`src/rtl/tvaud_i2c_pkg.sv`:
```
package tvaud_i2c_pkg;
  localparam logic [6:0] DEV_ADDR = 7'h42;   // 0x84 write / 0x85 read
  localparam int         NREG     = 6;
  localparam int         SUB_W    = 4;
  localparam int         BYTE_W   = 8;

  typedef enum logic [2:0] {
    S_IDLE, S_RX, S_ACK, S_TX, S_TXACK, S_TXLOAD
  } bus_st_t;

  typedef enum logic [1:0] {PH_ADDR, PH_SUB, PH_DATA} phase_t;

  function automatic logic [7:0] reg_default(input int idx);
    case (idx)
      0:       return 8'h09;
      1, 2:    return 8'h1F;
      3:       return 8'h02;
      4, 5:    return 8'h3F;
      default: return 8'h00;
    endcase
  endfunction
endpackage

```
`src/rtl/i2c_line_sync.sv`:
```
module i2c_line_sync #(
  parameter int STAGES = 2
) (
  input  logic clk,
  input  logic rst,
  input  logic scl_i,
  input  logic sda_i,
  output logic sda_q,
  output logic scl_rise,
  output logic scl_fall,
  output logic start_c,
  output logic stop_c
);
  logic [STAGES-1:0] scl_pipe, sda_pipe;
  logic scl_prev, sda_prev, scl_q;

  generate
    if (STAGES == 1) begin : g_one
      always_ff @(posedge clk) begin
        if (rst) begin scl_pipe <= '1; sda_pipe <= '1; end
        else begin scl_pipe <= scl_i; sda_pipe <= sda_i; end
      end
    end else begin : g_many
      always_ff @(posedge clk) begin
        if (rst) begin scl_pipe <= '1; sda_pipe <= '1; end
        else begin
          scl_pipe <= {scl_pipe[STAGES-2:0], scl_i};
          sda_pipe <= {sda_pipe[STAGES-2:0], sda_i};
        end
      end
    end
  endgenerate

  assign scl_q = scl_pipe[STAGES-1];
  assign sda_q = sda_pipe[STAGES-1];

  always_ff @(posedge clk) begin
    if (rst) begin scl_prev <= 1'b1; sda_prev <= 1'b1; end
    else begin scl_prev <= scl_q; sda_prev <= sda_q; end
  end

  assign scl_rise = scl_q & ~scl_prev;
  assign scl_fall = ~scl_q & scl_prev;
  assign start_c  = scl_q & scl_prev & sda_prev & ~sda_q;
  assign stop_c   = scl_q & scl_prev & ~sda_prev & sda_q;
endmodule

```
`src/rtl/i2c_byte_engine.sv`:
```
module i2c_byte_engine
  import tvaud_i2c_pkg::*;
(
  input  logic             clk,
  input  logic             rst,
  input  logic             sda_q,
  input  logic             scl_rise,
  input  logic             scl_fall,
  input  logic             start_c,
  input  logic             stop_c,
  input  logic [7:0]       status,
  output logic             sda_oe,
  output logic             wr_en,
  output logic [SUB_W-1:0] wr_addr,
  output logic [7:0]       wr_data,
  output logic             load_status
);
  localparam int CNT_W = $clog2(BYTE_W + 1);
  localparam logic [CNT_W-1:0] LAST_BIT = CNT_W'(BYTE_W);

  bus_st_t          state;
  phase_t           phase;
  logic [CNT_W-1:0] bitcnt;
  logic [7:0]       shreg;
  logic [SUB_W-1:0] ptr;
  logic             rd;

  always_ff @(posedge clk) begin
    if (rst) begin
      state <= S_IDLE; phase <= PH_ADDR; bitcnt <= '0; shreg <= '0;
      ptr <= '0; rd <= 1'b0; sda_oe <= 1'b0; wr_en <= 1'b0;
      wr_addr <= '0; wr_data <= '0; load_status <= 1'b0;
    end else begin
      wr_en       <= 1'b0;
      load_status <= 1'b0;
      if (start_c) begin
        state <= S_RX; phase <= PH_ADDR; bitcnt <= '0; sda_oe <= 1'b0;
      end else if (stop_c) begin
        state <= S_IDLE; sda_oe <= 1'b0;
      end else begin
        case (state)
          S_RX: begin
            if (scl_rise) begin
              shreg  <= {shreg[6:0], sda_q};
              bitcnt <= bitcnt + 1'b1;
            end else if (scl_fall && bitcnt == LAST_BIT) begin
              bitcnt <= '0;
              case (phase)
                PH_ADDR: begin
                  if (shreg[7:1] == DEV_ADDR) begin
                    rd <= shreg[0]; sda_oe <= 1'b1; state <= S_ACK;
                  end else begin
                    state <= S_IDLE;
                  end
                end
                PH_SUB: begin
                  ptr <= shreg[SUB_W-1:0]; sda_oe <= 1'b1; state <= S_ACK;
                end
                default: begin
                  wr_en <= 1'b1; wr_addr <= ptr; wr_data <= shreg;
                  ptr <= ptr + 1'b1; sda_oe <= 1'b1; state <= S_ACK;
                end
              endcase
            end
          end
          S_ACK: begin
            if (scl_fall) begin
              if (phase == PH_ADDR && rd) begin
                shreg <= status; sda_oe <= ~status[7];
                load_status <= 1'b1; state <= S_TX;
              end else begin
                sda_oe <= 1'b0; state <= S_RX;
                phase  <= (phase == PH_ADDR) ? PH_SUB : PH_DATA;
              end
            end
          end
          S_TX: begin
            if (scl_rise) begin
              bitcnt <= bitcnt + 1'b1;
            end else if (scl_fall) begin
              if (bitcnt == LAST_BIT) begin
                sda_oe <= 1'b0; bitcnt <= '0; state <= S_TXACK;
              end else begin
                shreg  <= {shreg[6:0], 1'b0};
                sda_oe <= ~shreg[6];
              end
            end
          end
          S_TXACK: begin
            if (scl_rise) state <= sda_q ? S_IDLE : S_TXLOAD;
          end
          S_TXLOAD: begin
            if (scl_fall) begin
              shreg <= status; sda_oe <= ~status[7];
              load_status <= 1'b1; state <= S_TX;
            end
          end
          default: state <= S_IDLE;
        endcase
      end
    end
  end

  // a non-matching address byte is never acknowledged
  p_nack_foreign_r2: assert property (@(posedge clk) disable iff (rst)
    (state == S_RX && phase == PH_ADDR && scl_fall && !start_c && !stop_c &&
     bitcnt == LAST_BIT && shreg[7:1] != DEV_ADDR) |=> !sda_oe);

  // the pointer has moved past the register being written
  p_ptr_step_r4: assert property (@(posedge clk) disable iff (rst)
    wr_en |-> ptr == wr_addr + 1'b1);

  // SDA released after stop and while bits are being received
  p_release_stop_r9: assert property (@(posedge clk) disable iff (rst)
    stop_c |=> !sda_oe);
  p_quiet_rx_r9: assert property (@(posedge clk) disable iff (rst)
    (state == S_RX) |-> !sda_oe);
endmodule

```
`src/rtl/ctrl_regfile.sv`:
```
module ctrl_regfile
  import tvaud_i2c_pkg::*;
(
  input  logic                       clk,
  input  logic                       rst,
  input  logic                       wr_en,
  input  logic [SUB_W-1:0]           wr_addr,
  input  logic [7:0]                 wr_data,
  output logic [NREG-1:0][7:0]       regs_q
);
  always_ff @(posedge clk) begin
    for (int i = 0; i < NREG; i++) begin
      if (rst)
        regs_q[i] <= reg_default(i);
      else if (wr_en && wr_addr == SUB_W'(i))
        regs_q[i] <= wr_data;
    end
  end

  // writes outside the implemented range change nothing
  p_discard_high_r6: assert property (@(posedge clk) disable iff (rst)
    (wr_en && int'(wr_addr) >= NREG) |=> $stable(regs_q));

  // registers only move when a data byte is committed
  p_hold_idle_r4: assert property (@(posedge clk) disable iff (rst)
    !wr_en |=> $stable(regs_q));
endmodule

```
`src/rtl/tvaud_ctrl_i2c.sv`:
```
module tvaud_ctrl_i2c
  import tvaud_i2c_pkg::*;
#(
  parameter int SYNC_STAGES = 2
) (
  input  logic       clk,
  input  logic       rst,
  input  logic       scl_i,
  input  logic       sda_i,
  output logic       sda_oe,
  input  logic       sap_det,
  input  logic       noise_det,
  input  logic       stereo_det,
  output logic       dac_test,
  output logic       bpf_mon,
  output logic [3:0] in_gain,
  output logic [5:0] sep_hf,
  output logic [5:0] sep_lf,
  output logic       aux_sel,
  output logic       nr_src_sap,
  output logic       force_mono,
  output logic       out_enable,
  output logic       sap_always,
  output logic [5:0] vol_l,
  output logic [5:0] vol_r
);
  logic sda_q, scl_rise, scl_fall, start_c, stop_c;
  logic wr_en, load_status, por_flag;
  logic [SUB_W-1:0]     wr_addr;
  logic [7:0]           wr_data, status;
  logic [NREG-1:0][7:0] regs_q;

  i2c_line_sync #(.STAGES(SYNC_STAGES)) u_sync (
    .clk(clk), .rst(rst), .scl_i(scl_i), .sda_i(sda_i), .sda_q(sda_q),
    .scl_rise(scl_rise), .scl_fall(scl_fall), .start_c(start_c), .stop_c(stop_c)
  );

  i2c_byte_engine u_eng (
    .clk(clk), .rst(rst), .sda_q(sda_q), .scl_rise(scl_rise), .scl_fall(scl_fall),
    .start_c(start_c), .stop_c(stop_c), .status(status), .sda_oe(sda_oe),
    .wr_en(wr_en), .wr_addr(wr_addr), .wr_data(wr_data), .load_status(load_status)
  );

  ctrl_regfile u_regs (
    .clk(clk), .rst(rst), .wr_en(wr_en), .wr_addr(wr_addr),
    .wr_data(wr_data), .regs_q(regs_q)
  );

  always_ff @(posedge clk) begin
    if (rst)              por_flag <= 1'b1;
    else if (load_status) por_flag <= 1'b0;
  end

  assign status = {sap_det, noise_det, 4'b0000, por_flag, stereo_det};

  assign dac_test   = regs_q[0][7];
  assign bpf_mon    = regs_q[0][6];
  assign in_gain    = regs_q[0][3:0];
  assign sep_hf     = regs_q[1][5:0];
  assign sep_lf     = regs_q[2][5:0];
  assign aux_sel    = regs_q[3][4];
  assign nr_src_sap = regs_q[3][3];
  assign force_mono = regs_q[3][2];
  assign out_enable = regs_q[3][1];
  assign sap_always = regs_q[3][0];
  assign vol_l      = regs_q[4][5:0];
  assign vol_r      = regs_q[5][5:0];

  logic unused_reg_bits;
  assign unused_reg_bits = ^{regs_q[0][5:4], regs_q[1][7:6], regs_q[2][7:6],
                             regs_q[3][7:5], regs_q[4][7:6], regs_q[5][7:6]};

  // the reset flag only drops when a status byte was taken
  p_por_clear_r8: assert property (@(posedge clk) disable iff (rst)
    $fell(por_flag) |-> $past(load_status));
endmodule

```
`config.mk`:
```
export PLATFORM = sky130hd
export DESIGN_NAME = tvaud_ctrl_i2c
export DESIGN_NICKNAME = d
export VERILOG_FILES = /design/src/rtl/tvaud_i2c_pkg.sv /design/src/rtl/i2c_line_sync.sv /design/src/rtl/i2c_byte_engine.sv /design/src/rtl/ctrl_regfile.sv /design/src/rtl/tvaud_ctrl_i2c.sv
export SDC_FILE = /design/constraint.sdc
export NUM_CORES = 1
export LEC_CHECK = 0
export ABC_AREA = 0
export BUFFER_PORTS_ARGS = -buffer_cell sky130_fd_sc_hd__buf_2
export CORE_MARGIN = 3
export CORE_UTILIZATION = 61
export CTS_CLUSTER_SIZE = 24
export DETAILED_ROUTE_END_ITERATION = 10
export GPL_TIMING_DRIVEN = 0
export MAX_ROUTING_LAYER = met4
export PLACE_DENSITY = 0.83
export SLEW_MARGIN = 20
export SYNTH_ARGS = -nofsm -noshare
export SYNTH_HDL_FRONTEND = slang
export SYNTH_SLANG_ARGS = --single-unit
```
`constraint.sdc`:
```
create_clock -name clk -period 4.2 [get_ports clk]
set_input_delay 0.42 -clock clk [delete_from_list [all_inputs] [get_ports clk]]
set_output_delay 0.42 -clock clk [all_outputs]
set_load 0.05 [all_outputs]
```
* Yosys cells after proc, flatten, opt, wreduce, memory -nomap -nowiden
Cells that the tools add are included. Widths: inputs -> output; s select.
Operators by class: multiplexer cells 47, reductions and logical operators 25, equal/unequal tests 36, bitwise gates (word level) 21, add/sub/neg operators 2
Operators by type and width (count):
- $mux 8 | 7
- $pmux 8 s4 | 1
- $mux 3 | 9
- $reduce_and 8->1 | 3
- $mux 4 | 5
- $ne 4x3->1 const B | 5
- $mux 1 | 16
- $pmux 4 s2 | 2
- $pmux 3 s5 | 1
- $not 1->1 | 14
- $ne 2x1->1 const B | 6
- $ne 3x2->1 const B | 4
- $ne 4x4->1 const B | 3
- $reduce_and 6->1 | 2
- $ne 2x2->1 const B | 5
- $reduce_and 10->1 | 1
- $add 4x1->4 const B | 2
- $eq 4x2->1 const B | 2
- $eq 4x3->1 const B | 2
- $logic_and 1x1->1 | 8
- $mux 2 | 4
- $and 1x1->1 | 7
- $eq 7x7->1 const B | 1
- $reduce_and 7->1 | 1
- other kinds (17) | 20
Storage, ports and cells: register bits after elaboration 81, output and inout port bits 36, logic and storage cells 154

* Longest topological paths before layout
depth in word-level cells 8, gate-level depth with buffers 9

* Hierarchy
From an unflattened synthesis, not the netlist that was laid out.
Second synthesis, totals: cell total of the unflattened synthesis 443, area, all modules 4151.5 um2
Modules (own cells, without submodules):
- i2c_byte_engine | seq. area each 740.7 um2, cells an instance 244, area an instance 2034.5 um2, instances 1
- ctrl_regfile | seq. area each 960.9 um2, cells an instance 179, area an instance 1891.8 um2, instances 1
- i2c_line_sync | seq. area each 120.1 um2, cells an instance 16, area an instance 190.2 um2, instances 1
- tvaud_ctrl_i2c | seq. area each 20.0 um2, cells an instance 4, area an instance 35.0 um2, instances 1

* Least setup slack after synthesis
OpenSTA, ideal clock, no wires.
kind register to register, start point register u_eng.bitcnt[0], end point register u_eng.wr_addr[3], stages on the path, launching flop included 10, setup slack 2.459 ns, arrival time 1.671 ns, path through dfxtp_1 -> inv_1 -> ha_1 -> and3b_1 -> and3_1 -> clkbuf_1 -> nand2_1 -> clkbuf_1 -> nand2_1 -> a21oi_1
Between the ends: cells in the longest elaborated chain, start to end 3
RTL lines:
- from (decl) | line i2c_byte_engine.sv:23 | logic [CNT_W-1:0] bitcnt;
- from (signal assigned) | line i2c_byte_engine.sv:45 | bitcnt <= bitcnt + 1'b1;
- from (signal assigned) | line i2c_byte_engine.sv:79 | bitcnt <= bitcnt + 1'b1;
- $eq 4x4->1 | line i2c_byte_engine.sv:46 | end else if (scl_fall && bitcnt == LAST_BIT) begin
- $logic_and 1x1->1 | line i2c_byte_engine.sv:46
- $reduce_and 6->1 (no source line)
- to (signal assigned) | line i2c_byte_engine.sv:32 | wr_addr <= '0; wr_data <= '0; load_status <= 1'b0;
- to (signal assigned) | line i2c_byte_engine.sv:60 | wr_en <= 1'b1; wr_addr <= ptr; wr_data <= shreg;
- to (decl) | line i2c_byte_engine.sv:14 | output logic [SUB_W-1:0] wr_addr,
No other way between the ends. A chain may end at the register's enable or synchronous reset.

* Worst setup path after layout
start point register u_eng.bitcnt[0], end point register u_eng.wr_data[5]
Between the ends: cells in the longest elaborated chain, start to end 3
RTL lines:
- $eq 4x4->1 | line i2c_byte_engine.sv:46
- $logic_and 1x1->1 | line i2c_byte_engine.sv:46
- $reduce_and 6->1 (no source line)
- to (signal assigned) | line i2c_byte_engine.sv:32
- to (signal assigned) | line i2c_byte_engine.sv:60
- to (decl) | line i2c_byte_engine.sv:15 | output logic [7:0] wr_data,
No other way between the ends.

==> run summary <==
==========================================================================================
Die height ..................................................................     80.72 um
Synthesis Warnings ..........................................................            0
Count of pins over their slew limit .........................................            0
Overall die area ............................................................   6516 sq um
Depth of the CTS H-tree .....................................................            3
Largest net degree at the start of global routing ...........................           15
Post-detailed-route via-to-cell ratio .......................................        5.644
Cell row count ..............................................................           26
Post-Syn Instances ..........................................................          387
Count of buffers from port buffering ........................................           41
Final setup violation count .................................................            0
Clock edge transition at the registers on the reported setup and hold paths .      0.08 ns
Post-CTS setup repair buffer count ..........................................            0
Startpoint Class ............................................................     register
Area leader, netlist ........................................................ sky130_fd_sc_hd__dfxtp_1
Leak Pwr ....................................................................     1.408 nW
Die span in x ...............................................................     80.72 um
Netlist area before placement ...............................................   3406 sq um
Post-cts repair resize count ................................................            0
Clock insertion delay at the later pin of the skew report ...................      0.36 ns
Run status .................................................................. finished clean
Area taken by flip-flops and latches ........................................   1582 sq um
Required time at the worst-slack endpoint ...................................      4.49 ns
Antenna violations before repair ............................................            0
Sequential area share after synthesis .......................................       46.44%
CTS tree ....................................................................          yes
Layout net count ............................................................          449
Clock tree buffer depth .....................................................            2
Max-cap check violation count ...............................................            0
Minimum clock period after layout ...........................................     2.131 ns
Number of buffers added by the clock tree synthesis step ....................            9
Via count of the first global-routing pass ..................................         2839
Arrival time at the worst endpoint ..........................................      2.42 ns
Commonest cells in the netlist .............................................. sky130_fd_sc_hd__dfxtp_1 (79), sky130_fd_sc_hd__nor2_1 (40), sky130_fd_sc_hd__nand2_1 (31), sky130_fd_sc_hd__a211o_1 (27), sky130_fd_sc_hd__a21oi_1 (26)
Clock skew after layout .....................................................  0.007626 ns
Total I/O pin count .........................................................           43
Via count ...................................................................         2901
Startpoint-to-endpoint class of the critical path ........................... register to register
Global-route wire length before repair ......................................     13300 um
Normalized max-slew margin ..................................................       44.25%
Pin slew with the least headroom to its limit ...............................    0.8340 ns
Remaining antenna violation count after routing .............................            0
Fin crit share ..............................................................       50.73%
Std-Cell Core Area ..........................................................   5238 sq um
Most instantiated flip-flop cell in the synthesis netlist ................... sky130_fd_sc_hd__dfxtp_1
Worst vdd rail ir drop ......................................................  0.0002736 V
CP Max Fanout ...............................................................           10
Unrepaired setup endpoints after global routing .............................        false
Last weighted congestion value of the routability-driven placer .............       0.9262
Average footprint of a synthesized cell .....................................  8.800 sq um
Fraction of synthesis flops using an asynchronous set or reset pin ..........           0%
DRT Wirelength ..............................................................      7728 um
Sum Neg Setup Slack .........................................................         0 ns
DRT iter0 DRCs ..............................................................          147
Number of antenna repair diodes .............................................            0
DRC violations left .........................................................            0
Final total power ...........................................................     1.492 mW
Post-detailed-route wirelength per cell .....................................     15.04 um
Detailed Routing Iterations Pass 1 ..........................................            4
Final-layout fill cell count ................................................          414
Synthesis-to-layout area growth .............................................       13.70%
Count of flip-flops with a built-in enable after synthesis ..................            0
Starting density of the core ................................................       65.03%
Post-DP HPWL ................................................................      5518 um
Element type at the critical path end .......................................     register
Fin. Hold Viols .............................................................            0
Proportion of netlist area held by the largest area contributor .............       46.44%
Worst hold slack across all endpoints .......................................    0.2418 ns
Fmax ........................................................................    469.3 MHz
Total area of multi-input combinational cells ...............................   1655 sq um
Root Driver ................................................................. sky130_fd_sc_hd__clkbuf_8
Post-Synthesis Net Count ....................................................          397
Hold/Removal Path Class ..................................................... primary input to register
Library cell with the highest instance count after synthesis ................ sky130_fd_sc_hd__dfxtp_1
Yosys cell types ............................................................           49
Proportion of layout cells with a drive suffix above 1 ......................       17.34%
Cell types occupying the most area after synthesis .......................... sky130_fd_sc_hd__dfxtp_1 (46%), sky130_fd_sc_hd__a211o_1 (6.9%), sky130_fd_sc_hd__mux2i_1 (4.4%)
Pwr/cell area ............................................................... 385.3 nW/um^2
Synthesized flop and latch total ............................................           79
Global route total overflow .................................................            0
Total global-route track usage ..............................................       27.40%
Total number of clock tree sinks ............................................           79
CTS hold repair buffers .....................................................            0
==========================================================================================
placed cells by master, fill, tap and decap left out, types with 2 or more instances in the layout:
cell / synthesis / routed
sky130_fd_sc_hd__a21oi_1: 26 / 26
sky130_fd_sc_hd__a21o_1: 2 / 2
sky130_fd_sc_hd__nand2b_1: 6 / 6
sky130_fd_sc_hd__and3b_1: 3 / 3
sky130_fd_sc_hd__nor2_1: 40 / 40
sky130_fd_sc_hd__a211oi_1: 4 / 4
sky130_fd_sc_hd__nor2b_1: 21 / 21
sky130_fd_sc_hd__dfxtp_1: 79 / 79
sky130_fd_sc_hd__o21ai_0: 9 / 9
sky130_fd_sc_hd__clkbuf_1: 19 / 20
sky130_fd_sc_hd__mux2_2: 2 / 2
sky130_fd_sc_hd__clkinv_4: 0 / 2
sky130_fd_sc_hd__nand3_1: 18 / 18
sky130_fd_sc_hd__a221oi_1: 3 / 3
sky130_fd_sc_hd__o211a_1: 2 / 2
sky130_fd_sc_hd__inv_1: 16 / 16
sky130_fd_sc_hd__or2_2: 7 / 7
sky130_fd_sc_hd__or3_1: 5 / 5
sky130_fd_sc_hd__buf_2: 6 / 47
sky130_fd_sc_hd__nor3b_1: 5 / 5
sky130_fd_sc_hd__mux2i_1: 15 / 15
sky130_fd_sc_hd__nor3_1: 8 / 8
sky130_fd_sc_hd__clkbuf_8: 0 / 9
sky130_fd_sc_hd__ha_1: 3 / 3
sky130_fd_sc_hd__a211o_1: 27 / 27
sky130_fd_sc_hd__nand3b_1: 2 / 2
sky130_fd_sc_hd__a31oi_1: 3 / 3
sky130_fd_sc_hd__clkinvlp_4: 0 / 2
sky130_fd_sc_hd__nand2_1: 31 / 31
sky130_fd_sc_hd__o21bai_1: 2 / 2
sky130_fd_sc_hd__a21boi_0: 2 / 2
per-stage QoR:
stage | std cells | setup WS [ns] | instance area [sq um] | util (%)
global placement | 498 | 2.201 | 3699 | 70.62
CTS | 514 | 2.080 | 3872 | 73.94
global route | 514 | 1.852 | 3872 | 73.94
floorplan | 387 | 2.459 | 3406 | -
detailed placement | 498 | 2.155 | 3699 | 70.62
finish | 514 | 2.069 | 3872 | 73.94
layer usage:
metal	vias to the layer above	wire length, um	global-route usage [%]	share of wire, %
li1	1458	-	-	-
met1	1350	3515	34.78	45
met2	81	3592	43.05	46
met3	12	502	7.511	6.5
met4	0	116	7.601	1.5
met5	-	0	-	0
worst max-delay path, stage by stage (launching register included):
cell                       delay [ns]
sky130_fd_sc_hd__dfxtp_1         0.41
sky130_fd_sc_hd__inv_1           0.06
sky130_fd_sc_hd__ha_1            0.20
sky130_fd_sc_hd__and3b_1         0.25
sky130_fd_sc_hd__and3_1          0.18
sky130_fd_sc_hd__clkbuf_1        0.16
sky130_fd_sc_hd__nand2_1         0.15
sky130_fd_sc_hd__clkbuf_1        0.36
sky130_fd_sc_hd__nand2_1         0.12
sky130_fd_sc_hd__a21oi_1         0.16
cell type report:
class / instances / share of cell area (%)
repair buffers: 41 / 5.299
clock buffers: 10 / 3.296
plain buffers: 26 / 2.811
well taps: 70 / 2.262
clock inverters: 6 / 1.195
inverters: 16 / 1.551
multi-input cells: 266 / 42.75
flip-flops and latches: 79 / 40.84
path summary, 6_finish.rpt:
check                           from                  to  slack, ns  cells past startpoint
setup / recovery     u_eng.bitcnt[0]    u_eng.wr_data[5]       2.07                      9
hold / removal                 sda_i  u_sync.sda_pipe[0]       0.24                      2
setup reg to reg     u_eng.bitcnt[0]    u_eng.wr_data[5]       2.07                      9
hold reg to reg   u_sync.sda_pipe[0]  u_sync.sda_pipe[1]       0.43                      1
flip-flops by register name, summed over array words and instances (netlist names):
name and flops:
por_flag 1, u_eng.bitcnt 4, u_eng.load_status 1, u_eng.phase 2
u_eng.ptr 4, u_eng.rd 1, u_eng.sda_oe 1, u_eng.shreg 8
u_eng.state 3, u_eng.wr_addr 4, u_eng.wr_data 8, u_eng.wr_en 1
u_regs.regs_q 35, u_sync.scl_pipe 2, u_sync.scl_prev 1, u_sync.sda_pipe 2
u_sync.sda_prev 1
logic make-up (layout without fill, tap and decap cells):
kind of cell             after synthesis  in the layout  share of synthesized area, %
AO/OA/AOI/OAI                         87             87                         17.93
buffers and inverters                 42             99                         4.960
XOR/XNOR                               2              2                        0.5144
adder cells (fa/ha/maj)                3              3                         1.102
AND/OR/NAND/NOR                      157            157                         23.99
multiplexers                          17             17                         5.070
flip-flops                            79             79                         46.44
report_power, final:
part,switching [mW],internal (mW)
Combinational,0.134,0.0862
Clock,0.284,0.217
Sequential,0.00814,0.762
Total,0.426,1.07
(Power assumes the default switching activity.)
